**src/rtl/crc_eng_pkg.sv**
```systemverilog
package crc_eng_pkg;
  localparam int unsigned DW     = 32;
  localparam int unsigned AW     = 3;
  localparam int unsigned SRC_W  = 6;

  localparam logic [AW-1:0] A_CTRL = 3'd0;
  localparam logic [AW-1:0] A_CFG  = 3'd1;
  localparam logic [AW-1:0] A_STAT = 3'd2;
  localparam logic [AW-1:0] A_DIN  = 3'd3;
  localparam logic [AW-1:0] A_SUM  = 3'd4;

  localparam logic [SRC_W-1:0] SRC_IO = 6'h01;

  localparam logic [15:0] POLY16 = 16'h1021;
  localparam logic [31:0] POLY32 = 32'hEDB88320;

  typedef enum logic [1:0] {
    BEAT_BYTE = 2'd0,
    BEAT_HALF = 2'd1,
    BEAT_WORD = 2'd2
  } beat_e;

  typedef struct packed {
    logic [SRC_W-1:0] src;
    logic [1:0]       beat;
    logic             poly32;
  } cfg_t;
endpackage

```
**src/rtl/crc_byte_step.sv**
```systemverilog
module crc_byte_step
  import crc_eng_pkg::*;
(
  input  logic          poly32_i,
  input  logic [DW-1:0] state_i,
  input  logic [7:0]    byte_i,
  output logic [DW-1:0] state_o
);
  logic [15:0] s16;
  logic [31:0] s32;

  always_comb begin
    s16 = state_i[15:0];
    for (int i = 7; i >= 0; i--) begin
      if (s16[15] ^ byte_i[i]) s16 = {s16[14:0], 1'b0} ^ POLY16;
      else                     s16 = {s16[14:0], 1'b0};
    end
  end

  always_comb begin
    s32 = state_i ^ {24'h0, byte_i};
    for (int i = 0; i < 8; i++) begin
      if (s32[0]) s32 = (s32 >> 1) ^ POLY32;
      else        s32 = s32 >> 1;
    end
  end

  assign state_o = poly32_i ? s32 : {16'h0, s16};
endmodule

```
**src/rtl/crc_beat_ser.sv**
```systemverilog
module crc_beat_ser
  import crc_eng_pkg::*;
(
  input  logic          clk_i,
  input  logic          rst_ni,
  input  logic          flush_i,
  input  logic          accept_i,
  input  logic [1:0]    beat_i,
  input  logic [DW-1:0] data_i,
  output logic          idle_o,
  output logic          step_o,
  output logic [7:0]    byte_o
);
  localparam int unsigned REM_W = DW - 8;

  logic [1:0]       cnt_q;
  logic [REM_W-1:0] rem_q;
  logic [1:0]       extra;

  always_comb begin
    unique case (beat_i)
      BEAT_BYTE: extra = 2'd0;
      BEAT_HALF: extra = 2'd1;
      default:   extra = 2'd3;
    endcase
  end

  // first byte goes straight to the step logic; the rest wait here
  always_ff @(posedge clk_i or negedge rst_ni) begin
    if (!rst_ni) begin
      cnt_q <= '0;
      rem_q <= '0;
    end else if (flush_i) begin
      cnt_q <= '0;
    end else if (accept_i) begin
      cnt_q <= extra;
      rem_q <= data_i[DW-1:8];
    end else if (cnt_q != 2'd0) begin
      cnt_q <= cnt_q - 2'd1;
      rem_q <= {8'h0, rem_q[REM_W-1:8]};
    end
  end

  assign idle_o = (cnt_q == 2'd0);
  assign step_o = accept_i || (cnt_q != 2'd0);
  assign byte_o = accept_i ? data_i[7:0] : rem_q[7:0];

  assert_accept_idle_R11: assert property (@(posedge clk_i) disable iff (!rst_ni)
    accept_i |-> cnt_q == 2'd0);
  assert_word_depth_R4: assert property (@(posedge clk_i) disable iff (!rst_ni)
    (accept_i && beat_i >= 2'd2 && !flush_i) |=> cnt_q == 2'd3);
  assert_drain_R5: assert property (@(posedge clk_i) disable iff (!rst_ni)
    (cnt_q != 2'd0 && !accept_i && !flush_i) |=> cnt_q == $past(cnt_q) - 2'd1);
endmodule

```
**src/rtl/crc_engine.sv**
```systemverilog
module crc_engine
  import crc_eng_pkg::*;
#(
  parameter int unsigned NUM_CH = 8,
  localparam int unsigned CH_W  = (NUM_CH > 1) ? $clog2(NUM_CH) : 1
) (
  input  logic            clk_i,
  input  logic            rst_ni,
  input  logic            reg_we_i,
  input  logic [AW-1:0]   reg_addr_i,
  input  logic [DW-1:0]   reg_wdata_i,
  output logic [DW-1:0]   reg_rdata_o,
  input  logic            dma_valid_i,
  input  logic [CH_W-1:0] dma_chan_i,
  input  logic [DW-1:0]   dma_data_i
);
  logic          en_q, busy_q;
  cfg_t          cfg_q;
  logic [DW-1:0] sum_q, sum_next;

  logic wr_ctrl, wr_cfg, wr_stat, wr_din, wr_sum, disable_w;
  logic src_io, src_dma, chan_hit, beat_req, accept;
  logic ser_idle, ser_step;
  logic [7:0]    ser_byte;
  logic [DW-1:0] beat_data;
  logic [4:0]    chan_ext;

  assign wr_ctrl   = reg_we_i && reg_addr_i == A_CTRL;
  assign wr_cfg    = reg_we_i && reg_addr_i == A_CFG;
  assign wr_stat   = reg_we_i && reg_addr_i == A_STAT;
  assign wr_din    = reg_we_i && reg_addr_i == A_DIN;
  assign wr_sum    = reg_we_i && reg_addr_i == A_SUM;
  assign disable_w = wr_ctrl && !reg_wdata_i[0];

  assign chan_ext  = 5'(dma_chan_i);
  assign src_io    = cfg_q.src == SRC_IO;
  assign src_dma   = cfg_q.src[5];
  assign chan_hit  = dma_valid_i && cfg_q.src[4:0] == chan_ext;
  assign beat_req  = src_io ? wr_din : (src_dma && chan_hit);
  assign beat_data = src_io ? reg_wdata_i : dma_data_i;
  assign accept    = en_q && ser_idle && beat_req;

  crc_beat_ser u_ser (
    .clk_i    (clk_i),
    .rst_ni   (rst_ni),
    .flush_i  (wr_sum || disable_w),
    .accept_i (accept),
    .beat_i   (cfg_q.beat),
    .data_i   (beat_data),
    .idle_o   (ser_idle),
    .step_o   (ser_step),
    .byte_o   (ser_byte)
  );

  crc_byte_step u_step (
    .poly32_i (cfg_q.poly32),
    .state_i  (sum_q),
    .byte_i   (ser_byte),
    .state_o  (sum_next)
  );

  always_ff @(posedge clk_i or negedge rst_ni) begin
    if (!rst_ni) begin
      en_q   <= 1'b0;
      cfg_q  <= '0;
      busy_q <= 1'b0;
    end else if (disable_w) begin
      en_q   <= 1'b0;
      cfg_q  <= '0;
      busy_q <= 1'b0;
    end else begin
      if (wr_ctrl) en_q <= 1'b1;
      if (wr_cfg && !busy_q) cfg_q <= cfg_t'({reg_wdata_i[13:8], reg_wdata_i[2:0]});
      if (accept)                         busy_q <= 1'b1;
      else if (wr_stat && reg_wdata_i[0]) busy_q <= 1'b0;
    end
  end

  always_ff @(posedge clk_i or negedge rst_ni) begin
    if (!rst_ni)       sum_q <= '0;
    else if (wr_sum)   sum_q <= cfg_q.poly32 ? reg_wdata_i : {16'h0, reg_wdata_i[15:0]};
    else if (ser_step) sum_q <= sum_next;
  end

  always_comb begin
    unique case (reg_addr_i)
      A_CTRL:  reg_rdata_o = {31'h0, en_q};
      A_CFG:   reg_rdata_o = {18'h0, cfg_q.src, 5'h0, cfg_q.beat, cfg_q.poly32};
      A_STAT:  reg_rdata_o = {31'h0, busy_q};
      A_SUM:   reg_rdata_o = sum_q;
      default: reg_rdata_o = '0;
    endcase
  end

  assert_busy_source_R8: assert property (@(posedge clk_i) disable iff (!rst_ni)
    $rose(busy_q) |-> $past(accept));
  assert_cfg_locked_R8: assert property (@(posedge clk_i) disable iff (!rst_ni)
    (wr_cfg && busy_q) |=> $stable(cfg_q));
  assert_busy_w1c_R9: assert property (@(posedge clk_i) disable iff (!rst_ni)
    (wr_stat && reg_wdata_i[0] && !accept) |=> !busy_q);
  assert_disable_clears_R10: assert property (@(posedge clk_i) disable iff (!rst_ni)
    disable_w |=> (!en_q && cfg_q == '0 && !busy_q));
  assert_crc16_upper_R3: assert property (@(posedge clk_i) disable iff (!rst_ni)
    (!cfg_q.poly32 && ser_step && !wr_sum) |=> sum_q[31:16] == 16'h0);
endmodule

```
**config.mk**
```make
export PLATFORM = sky130hd
export DESIGN_NAME = crc_engine
export DESIGN_NICKNAME = d
export VERILOG_FILES = /design/src/rtl/crc_eng_pkg.sv /design/src/rtl/crc_byte_step.sv /design/src/rtl/crc_beat_ser.sv /design/src/rtl/crc_engine.sv
export SDC_FILE = /design/constraint.sdc
export NUM_CORES = 1
export LEC_CHECK = 0
export BUFFER_PORTS_ARGS = -buffer_cell sky130_fd_sc_hd__buf_2
export CAP_MARGIN = 10
export CORE_ASPECT_RATIO = 1.75
export CORE_UTILIZATION = 50
export CTS_CLUSTER_SIZE = 40
export DETAILED_ROUTE_END_ITERATION = 8
export PLACE_DENSITY = 0.73
export SYNTH_ARGS = -nofsm -noshare
export SYNTH_HDL_FRONTEND = slang
export SYNTH_SLANG_ARGS = --single-unit
```
**constraint.sdc**
```tcl
create_clock -name clk_i -period 6.1 [get_ports clk_i]
set_input_delay 1.83 -clock clk_i [delete_from_list [all_inputs] [get_ports clk_i]]
set_output_delay 1.83 -clock clk_i [all_outputs]
set_load 0.005 [all_outputs]
```
==> results of run 1 <==
## cell families (layout without fill, tap and decap cells)
group                      count (synthesis)  in the layout
adders and majority gates                  1              1
and+or+nand+nor                          186            186
AOI/OAI and AO/OA                        179            179
buffers and inverters                     41            132
muxes                                     22             22
xor gates and xnor gates                  95             95
DFF                                       69             69
## critical path: cells and delay by family
family	cells	cell delay, ps
and+or+nand+nor	3	910
buffers and inverters	3	540
## cells in the mapped netlist, drive strengths merged (10+ instances only)
| master | n |
|---|---|
| and2 | 26 |
| a32oi | 10 |
| nor2 | 29 |
| xor2 | 26 |
| clkbuf | 28 |
| dfrtp | 69 |
| xnor2 | 66 |
| a21oi | 63 |
| a22oi | 10 |
| nand2 | 93 |
| mux2i | 13 |
| nand3 | 15 |
| o21ai | 57 |
## cell type report
| class | instances | area, µm² | area share |
|---|---|---|---|
| clock buffer | 12 | 266.5 | 0.04286 |
| clock inverter | 3 | 20.02 | 0.003219 |
| inverter | 4 | 15.01 | 0.002414 |
| multi-input combinational | 483 | 3446 | 0.5541 |
| sequential | 69 | 1727 | 0.2777 |
| tap | 127 | 158.9 | 0.02555 |
| timing repair buffer | 113 | 585.6 | 0.09417 |
## metal layers
metal	up-vias	share of wire	wire length, µm	global-route usage
met3	50	0.047	772	0.03816
met2	210	0.51	8476	0.5358
met1	2268	0.37	6013	0.3531
met4	0	0.073	1207	0.2190
li1	2248	-	-	-
met5	-	0	0	0
## sequential cells by signal, indices dropped and copies added, names as in the netlist
| name | flops |
|---|---|
| busy_q | 1 |
| cfg_q | 9 |
| en_q | 1 |
| sum_q | 32 |
| u_ser.cnt_q | 2 |
| u_ser.rem_q | 24 |
## power by group through the flow
stage | clock, µW | sequential (µW) | combinational [µW]
floorplan | 0 | 705 | 1560
global placement | 0 | 749 | 1870
detailed placement | 0 | 755 | 1900
CTS | 514 | 748 | 1920
global route | 535 | 763 | 2090
finish | 508 | 752 | 1930
## worst paths after layout
check / cells after the start / start / to / slack [ps]
setup / recovery: 6 / reg_addr_i[0] / reg_rdata_o[14] / 980
hold / removal: 2 / u_ser.rem_q[23]$_DFFE_PN0P_ / u_ser.rem_q[23]$_DFFE_PN0P_ / 480
setup reg to reg: 9 / cfg_q[6]$_DFFE_PN0P_ / sum_q[13]$_DFFE_PN0P_ / 2300
hold reg to reg: 2 / u_ser.rem_q[23]$_DFFE_PN0P_ / u_ser.rem_q[23]$_DFFE_PN0P_ / 480
max in group asynchronous: 2 / rst_ni / sum_q[23]$_DFFE_PN0P_ / 3440
min in group asynchronous: 1 / rst_ni / u_ser.rem_q[19]$_DFFE_PN0P_ / 1670
## stage by stage
| step | worst slack, ps | hold slack (ps) |
|---|---|---|
| 5_1_grt | 833.6 | 526.1 |
| 3_3_place_gp | 1049 | 465.1 |
| 3_5_place_dp | 990.2 | 473.4 |
| 2_1_floorplan | 1251 | 450.2 |
| 4_1_cts | 981.0 | 486.0 |
| 6_report | 978.2 | 482.2 |
==> metrics.yaml, run 1 <==
synth_edf_count: 0
comb_power_share: 0.605
final_cell_mix: "buf_2, nand2_1, dfrtp_1, a21oi_1, xnor2_1"
die_h_um: 138.7
cts_setup_buffers: 0
yosysTopAreaCell: "dfrtp_1"
grt_util_all_layers: 0.3138
timing.final.crit_period_ps: 5122
syn2layout_area_growth_pct: 16.39
numPortBuffers: 105
start_util: 0.5156
synth_area_leaders: "dfrtp_1, xnor2_1, nand2_1"
drt-wirelength-per-cell_um: 20.31
rows: 49
first_global_vias: 4816
gp_congestion: 0.9277
slew_viol_final: 0
synth_cell_types: 61
ctsHoldBuffers: 0
worstPathRequired_ps: 4270
vias_per_cell: 5.889
cts_buffer_depth: 2
synthArstFlopShare: 1.000
crit_arrival_ps: 3290
clk_pin_slew_ps: 60
drive_above_1_share: 0.2500
yosys_warnings: 0
synthMuxAreaShare: 0.04473
synthXorXnorAreaFrac: 0.2059
cts_tree: "done"
cts.repair.resized: 0
power.density_nw_per_um2: 512.7
setup_viol: 0
numCtsBuffers: 9
syn_inst: 593
crit_type: "input pin to output port"
cap_violations: 0
max_freq_mhz: 195.2
syn_avg_cell_area_um2: 9.009
io_pins: 106
pwr-share-seq: 0.236
synth_top_area_share: 0.3232
dpl_cell_area_um2: 5932
power_switching_uw: 1409
hpwl_um: 12550
cts_root_buffer: "clkbuf_16"
wl_um: 16470
synth_area_um2: 5343
utilization: 0.6002
period_share: 0.8396
critPathCaptureType: "output port"
vias: 4776
worstPathMaxFanout: 25
ant_nets: 0
p_int_uw: 1779
slew_headroom: 0.2459
die_w_um: 80.14
p_leak_uw: 0.002772
power.total_uw: 3188
hold_viol: 0
hp-class: "flop to flop"
rsz0062_at_grt: "no"
overflow: 0
startpoint_type: "input pin"
fin_nets: 755
status: "finished, final reports clean"
stdcell_count: 811
synth_fa_ha_area_frac: 0.002342
synth-compound-area-share: 0.2258
tns_ps: 0
synth_top_family_by_area: "compound AO/OA/AOI/OAI gates"
synth_nets: 668
antenna_found_initial: 0
power.switching_fraction: 0.4420
cts-htree-levels: 3
grt_max_degree: 45
vdd_drop_max_uv: 280.4
synth-simple-area-share: 0.1653
dp_cells: 796
cpPeakStageDelay_ps: 550
core_um2: 10360
first_pass_iters: 5
antenna_cells: 0
fin_skew_ps: 4.125
worstMarginPinSlew_ps: 1128
synth-seq-area-share: 0.3232
path_cells: "buf_2, nor2b_1, nor2b_1, buf_4, and2_1, buf_2"
dieArea_um2: 11120
clock_power_share: 0.159
finalInstanceArea_um2: 6218
final_common_cell: "buf_2"
drc: 0
crit_path_top_delay_cell: "nor2b_1"
ys_ff_latch: 69
fill_cells: 906
clkSinkCount: 69
clk_latency_ps: 340
drtIter0Drc: 308
synthFlopType: "dfrtp_1"
grt_pass1_wl_um: 25720
Power figures use the tool's default switching activity.
==> inputs of run 2 (changes only) <==
--- a/config.mk
+++ b/config.mk
@@ -11,7 +11,7 @@
 export CORE_UTILIZATION = 50
 export CTS_CLUSTER_SIZE = 40
 export DETAILED_ROUTE_END_ITERATION = 8
-export PLACE_DENSITY = 0.73
+export PLACE_DENSITY = 0.76
 export SYNTH_ARGS = -nofsm -noshare
 export SYNTH_HDL_FRONTEND = slang
 export SYNTH_SLANG_ARGS = --single-unit
==> constraint.sdc (replaced) <==
create_clock -name clk_i -period 4.4 [get_ports clk_i]
set_input_delay 1.32 -clock clk_i [delete_from_list [all_inputs] [get_ports clk_i]]
set_output_delay 1.32 -clock clk_i [all_outputs]
set_load 0.005 [all_outputs]
==> metrics.yaml, run 2 (synthesis results as in run 1) <==
start_util: 0.5156
hp-class: "flop to flop"
antenna_cells: 0
clk_latency_ps: 340
grt_pass1_wl_um: 26710
p_leak_uw: 0.002844
place_ws_ps: 191.3
top_register: "sum_q"
cts_tree: "done"
crit_family: "XOR/XNOR gates"
power.density_nw_per_um2: 713.9
fin_nets: 769
crit_path_top_delay_cell: "xnor2_1"
max_freq_mhz: 258.4
overflow: 0
dr_wl_met2_um: 8581
clkSinkCount: 69
rows: 49
io_pins: 106
top_layer: "met4"
largestRegisters: "sum_q: 32 flops, u_ser.rem_q: 24 flops, cfg_q: 9 flops"
first_pass_iters: 5
slew_viol_final: 0
fin_hold_ws_ps: 493.9
drt-wirelength-per-cell_um: 20.31
final_common_cell: "buf_2"
worstMarginPinSlew_ps: 896.0
vdd_drop_max_uv: 369.8
gp_congestion: 0.9697
largest_reg_flops: 32
cts_setup_buffers: 0
grt_max_degree: 70
rsz0062_at_grt: "no"
ant_nets: 0
drc: 0
drtIter0Drc: 445
fill_cells: 895
wl_met3_um: 1016
drive_above_1_share: 0.2647
crit_type: "input pin to flop"
cts-htree-levels: 3
hold_viol: 0
ctsHoldBuffers: 0
worstPathRequired_ps: 4620
die_w_um: 80.14
numPortBuffers: 105
worstPathMaxFanout: 9
core_um2: 10360
antenna_found_initial: 0
power.total_uw: 4519
cts_buffer_depth: 2
critPathCaptureType: "flop"
fin_skew_ps: 7.310
crit_arrival_ps: 4090
hpwl_um: 13130
wl_met1_um: 5687
slew_headroom: 0.4026
cts_root_buffer: "clkbuf_16"
path_cells: "buf_2, nand2b_1, nor3_4, mux2_2, a221oi_4, xnor2_4, xnor2_1, xor2_1, a2bb2oi_1, a21oi_1"
vias: 4965
setup_viol: 0
wl_um: 16780
path_buf_inv: 1
vias_per_cell: 6.011
cpPeakStageDelay_ps: 450
cts.repair.resized: 0
status: "finished, final reports clean"
clk_pin_slew_ps: 60
final_cell_mix: "buf_2, nand2_1, dfrtp_1, a21oi_1, xnor2_1"
dieArea_um2: 11120
period_share: 0.8795
first_global_vias: 5074
timing.final.crit_period_ps: 3870
grt_util_all_layers: 0.3247
numCtsBuffers: 9
syn2layout_area_growth_pct: 18.48
layout_setup_ws_ps: 530.0
tns_ps: 0
startpoint_type: "input pin"
cap_violations: 0
die_h_um: 138.7
==> run 2: final cells by class <==
class                   instances  area (µm²)  area share
flip-flops and latches         69        1727      0.2728
clock buffers                  10       229.0     0.03617
inverters                       4       15.01    0.002372
well taps                     127       158.9     0.02510
repair buffers                127       690.7      0.1091
multi-input cells             483        3446      0.5444
clock inverters                 6       63.81     0.01008
==> run 2: path summary, 6_finish.rpt <==
kind | start | endpoint | slack, ps | cells after the start
max | reg_addr_i[2] | sum_q[12]$_DFFE_PN0P_ | 530 | 10
max reg2reg | u_ser.cnt_q[0]$_DFFE_PN0P_ | sum_q[12]$_DFFE_PN0P_ | 850 | 11
max in group asynchronous | rst_ni | sum_q[8]$_DFFE_PN0P_ | 2620 | 2
min reg2reg | u_ser.rem_q[11]$_DFFE_PN0P_ | u_ser.rem_q[11]$_DFFE_PN0P_ | 490 | 2
min | u_ser.rem_q[11]$_DFFE_PN0P_ | u_ser.rem_q[11]$_DFFE_PN0P_ | 490 | 2
min in group asynchronous | rst_ni | u_ser.rem_q[8]$_DFFE_PN0P_ | 1180 | 2
==> run 2: through the flow <==
step	cells	area (µm²)	util
6_report	826	6330	0.6109
5_1_grt	826	6330	0.6109
4_1_cts	826	6330	0.6109
3_5_place_dp	810	6037	0.5827
3_3_place_gp	810	6037	0.5827
2_1_floorplan	593	5343	-
==> run 2: where the power goes <==
| group | switching, µW | internal [µW] | total, µW |
|---|---|---|---|
| registers | 251 | 801 | 1050 |
| clock network | 285 | 438 | 723 |
| logic | 1470 | 1280 | 2740 |
==> run 2: worst register-to-register path, cell delays in order, from the launching register on <==
cell       delay, ps
dfrtp_1          390
inv_1             60
ha_1             280
nand2_2          170
nor3_4           510
mux2_2           430
a221oi_4         410
xnor2_4          170
xnor2_1          460
xor2_1           280
a2bb2oi_1        190
a21oi_1           90
==> run 2: layer usage <==
layer / global-route usage / vias to the layer above
met3: 0.05197 / 83
li1: - / 2287
met1: 0.3473 / 2321
met2: 0.5506 / 274
met5: 0 / -
met4: 0.2566 / 0
==> inputs of run 3 (changes only) <==
==> constraint.sdc (replaced) <==
create_clock -name clk_i -period 4.4 [get_ports clk_i]
set_input_delay 1.32 -clock clk_i [delete_from_list [all_inputs] [get_ports clk_i]]
set_output_delay 1.32 -clock clk_i [all_outputs]
set_load 0.05 [all_outputs]
==> metrics.yaml, run 3 (synthesis results as in run 1) <==
r2r_slack_ps: 800
fill_cells: 918
dieArea_um2: 11120
stdcell_count: 825
endpoint: "reg_rdata_o[8]"
numPortBuffers: 105
status: "finished, final reports clean"
power.total_uw: 4733
hp-class: "flop to flop"
slew_viol_final: 0
path_buf_inv: 3
clk_pin_slew_ps: 60
grt_util_all_layers: 0.3266
top_register: "sum_q"
crit_family: "simple AND/OR/NAND/NOR gates"
grt_max_degree: 54
path_cells: "buf_2, buf_4, nor2b_1, a22oi_1, nor2_1, buf_2"
crit_arrival_ps: 2680
cts_root_buffer: "clkbuf_16"
multi_input_area_um2: 3446
rsz0062_at_grt: "no"
grt_pass1_wl_um: 26840
worstMarginPinSlew_ps: 824.3
cpPeakStageDelay_ps: 510
cp.depth: 6
period_share: 0.9098
utilization: 0.6155
largestRegisters: "sum_q: 32 flops, u_ser.rem_q: 24 flops, cfg_q: 9 flops"
antenna_cells: 0
syn2layout_area_growth_pct: 19.37
ctsHoldBuffers: 0
numCtsBuffers: 9
drtIter0Drc: 331
startpoint_type: "input pin"
max_freq_mhz: 249.8
cts_setup_buffers: 0
start_util: 0.5156
ant_nets: 0
core_um2: 10360
gp_congestion: 0.9254
drive_above_1_share: 0.2650
worstPathMaxFanout: 17
first_pass_iters: 5
wl_um: 17260
cts_tree: "done"
cts_buffer_depth: 2
antenna_found_initial: 0
regArea_um2: 1727
die_h_um: 138.7
final_cell_mix: "buf_2, nand2_1, dfrtp_1, a21oi_1, xnor2_1"
dp_cells: 809
cts.repair.resized: 0
vias: 5030
overflow: 0
cts-htree-levels: 3
rr_endpoint: "sum_q[12]$_DFFE_PN0P_"
cap_violations: 0
hpwl_um: 13260
die_w_um: 80.14
vias_per_cell: 6.097
first_global_vias: 5073
clkSinkCount: 69
tns_ps: 0
crit_path_top_delay_cell: "nor2b_1"
slew_headroom: 0.4484
setup_viol: 0
cp-startpoint: "reg_addr_i[0]"
vdd_drop_max_uv: 348.7
hold_viol: 0
io_pins: 106
fin_nets: 768
timing.final.crit_period_ps: 4003
fin_skew_ps: 8.718
worstPathRequired_ps: 3080
rows: 49
r2r_cells: 11
p_leak_uw: 0.002863
clk_latency_ps: 340
drt-wirelength-per-cell_um: 20.92
final_common_cell: "buf_2"
critPathCaptureType: "output port"
crit_top_cell: "buf_2"
reg2reg_from: "u_ser.cnt_q[0]$_DFFE_PN0P_"
largest_reg_flops: 32
drc: 0
dpl_cell_area_um2: 6030
power.density_nw_per_um2: 742.2
finalInstanceArea_um2: 6377
crit_type: "input pin to output port"
run 3: changes by cell type in the layout (fill, tap and decap cells not counted), sizes merged:
cell / previous run / this run
bufinv: 1 / 3
clkbuf: 10 / 9
clkinv: 3 / 1
buf: 127 / 126
inv: 4 / 5
run 3: area by class of cell:
cell class,instances,area share
clock buffers,9,0.03531
clock inverters,7,0.01923
inverters,4,0.002354
multi-input cells,483,0.5403
flip-flops and latches,69,0.2707
well taps,127,0.02492
repair buffers,126,0.1071
run 3: routing by layer:
metal,global-route usage,wire [µm],vias up
li1,-,-,2282
met1,0.3501,5928,2421
met2,0.5457,8769,246
met3,0.04737,956,81
met4,0.2801,1605,0
met5,0,0,-
run 3: metrics by stage:
step                setup WS, ps  hold slack (ps)
finish                     397.1            490.2
CTS                        385.8            485.0
global placement           192.5            464.4
global route               257.7            511.5
detailed placement         190.1            470.7
floorplan                  54.48            450.2
run 3: where the power goes:
group | internal [µW] | switching [µW] | leakage, µW
clock network | 556 | 296 | 0.000162
registers | 801 | 257 | 0.000900
logic | 1260 | 1560 | 0.00180
total | 2620 | 2120 | 0.00286
run 3: worst min-delay path by stage:
stage,start,to,cells after the start
2_1_floorplan,u_ser.rem_q[10]$_DFFE_PN0P_,u_ser.rem_q[10]$_DFFE_PN0P_,2
3_3_place_gp,u_ser.rem_q[18]$_DFFE_PN0P_,u_ser.rem_q[18]$_DFFE_PN0P_,2
3_5_place_dp,u_ser.rem_q[22]$_DFFE_PN0P_,u_ser.rem_q[22]$_DFFE_PN0P_,2
4_1_cts,u_ser.rem_q[22]$_DFFE_PN0P_,u_ser.rem_q[22]$_DFFE_PN0P_,2
5_1_grt,u_ser.rem_q[22]$_DFFE_PN0P_,u_ser.rem_q[22]$_DFFE_PN0P_,2
6_report,u_ser.rem_q[10]$_DFFE_PN0P_,u_ser.rem_q[10]$_DFFE_PN0P_,2
run 3: worst register-to-register path, cell delays in order, from the launching register on:
cell and delay, ps:
dfrtp_1 390, inv_1 70, ha_1 270, nand2_2 170, nor3_4 550, mux2_2 430
a221oi_4 420, xnor2_4 170, xnor2_1 430, xor2_1 280, a2bb2oi_1 230, a21oi_1 90
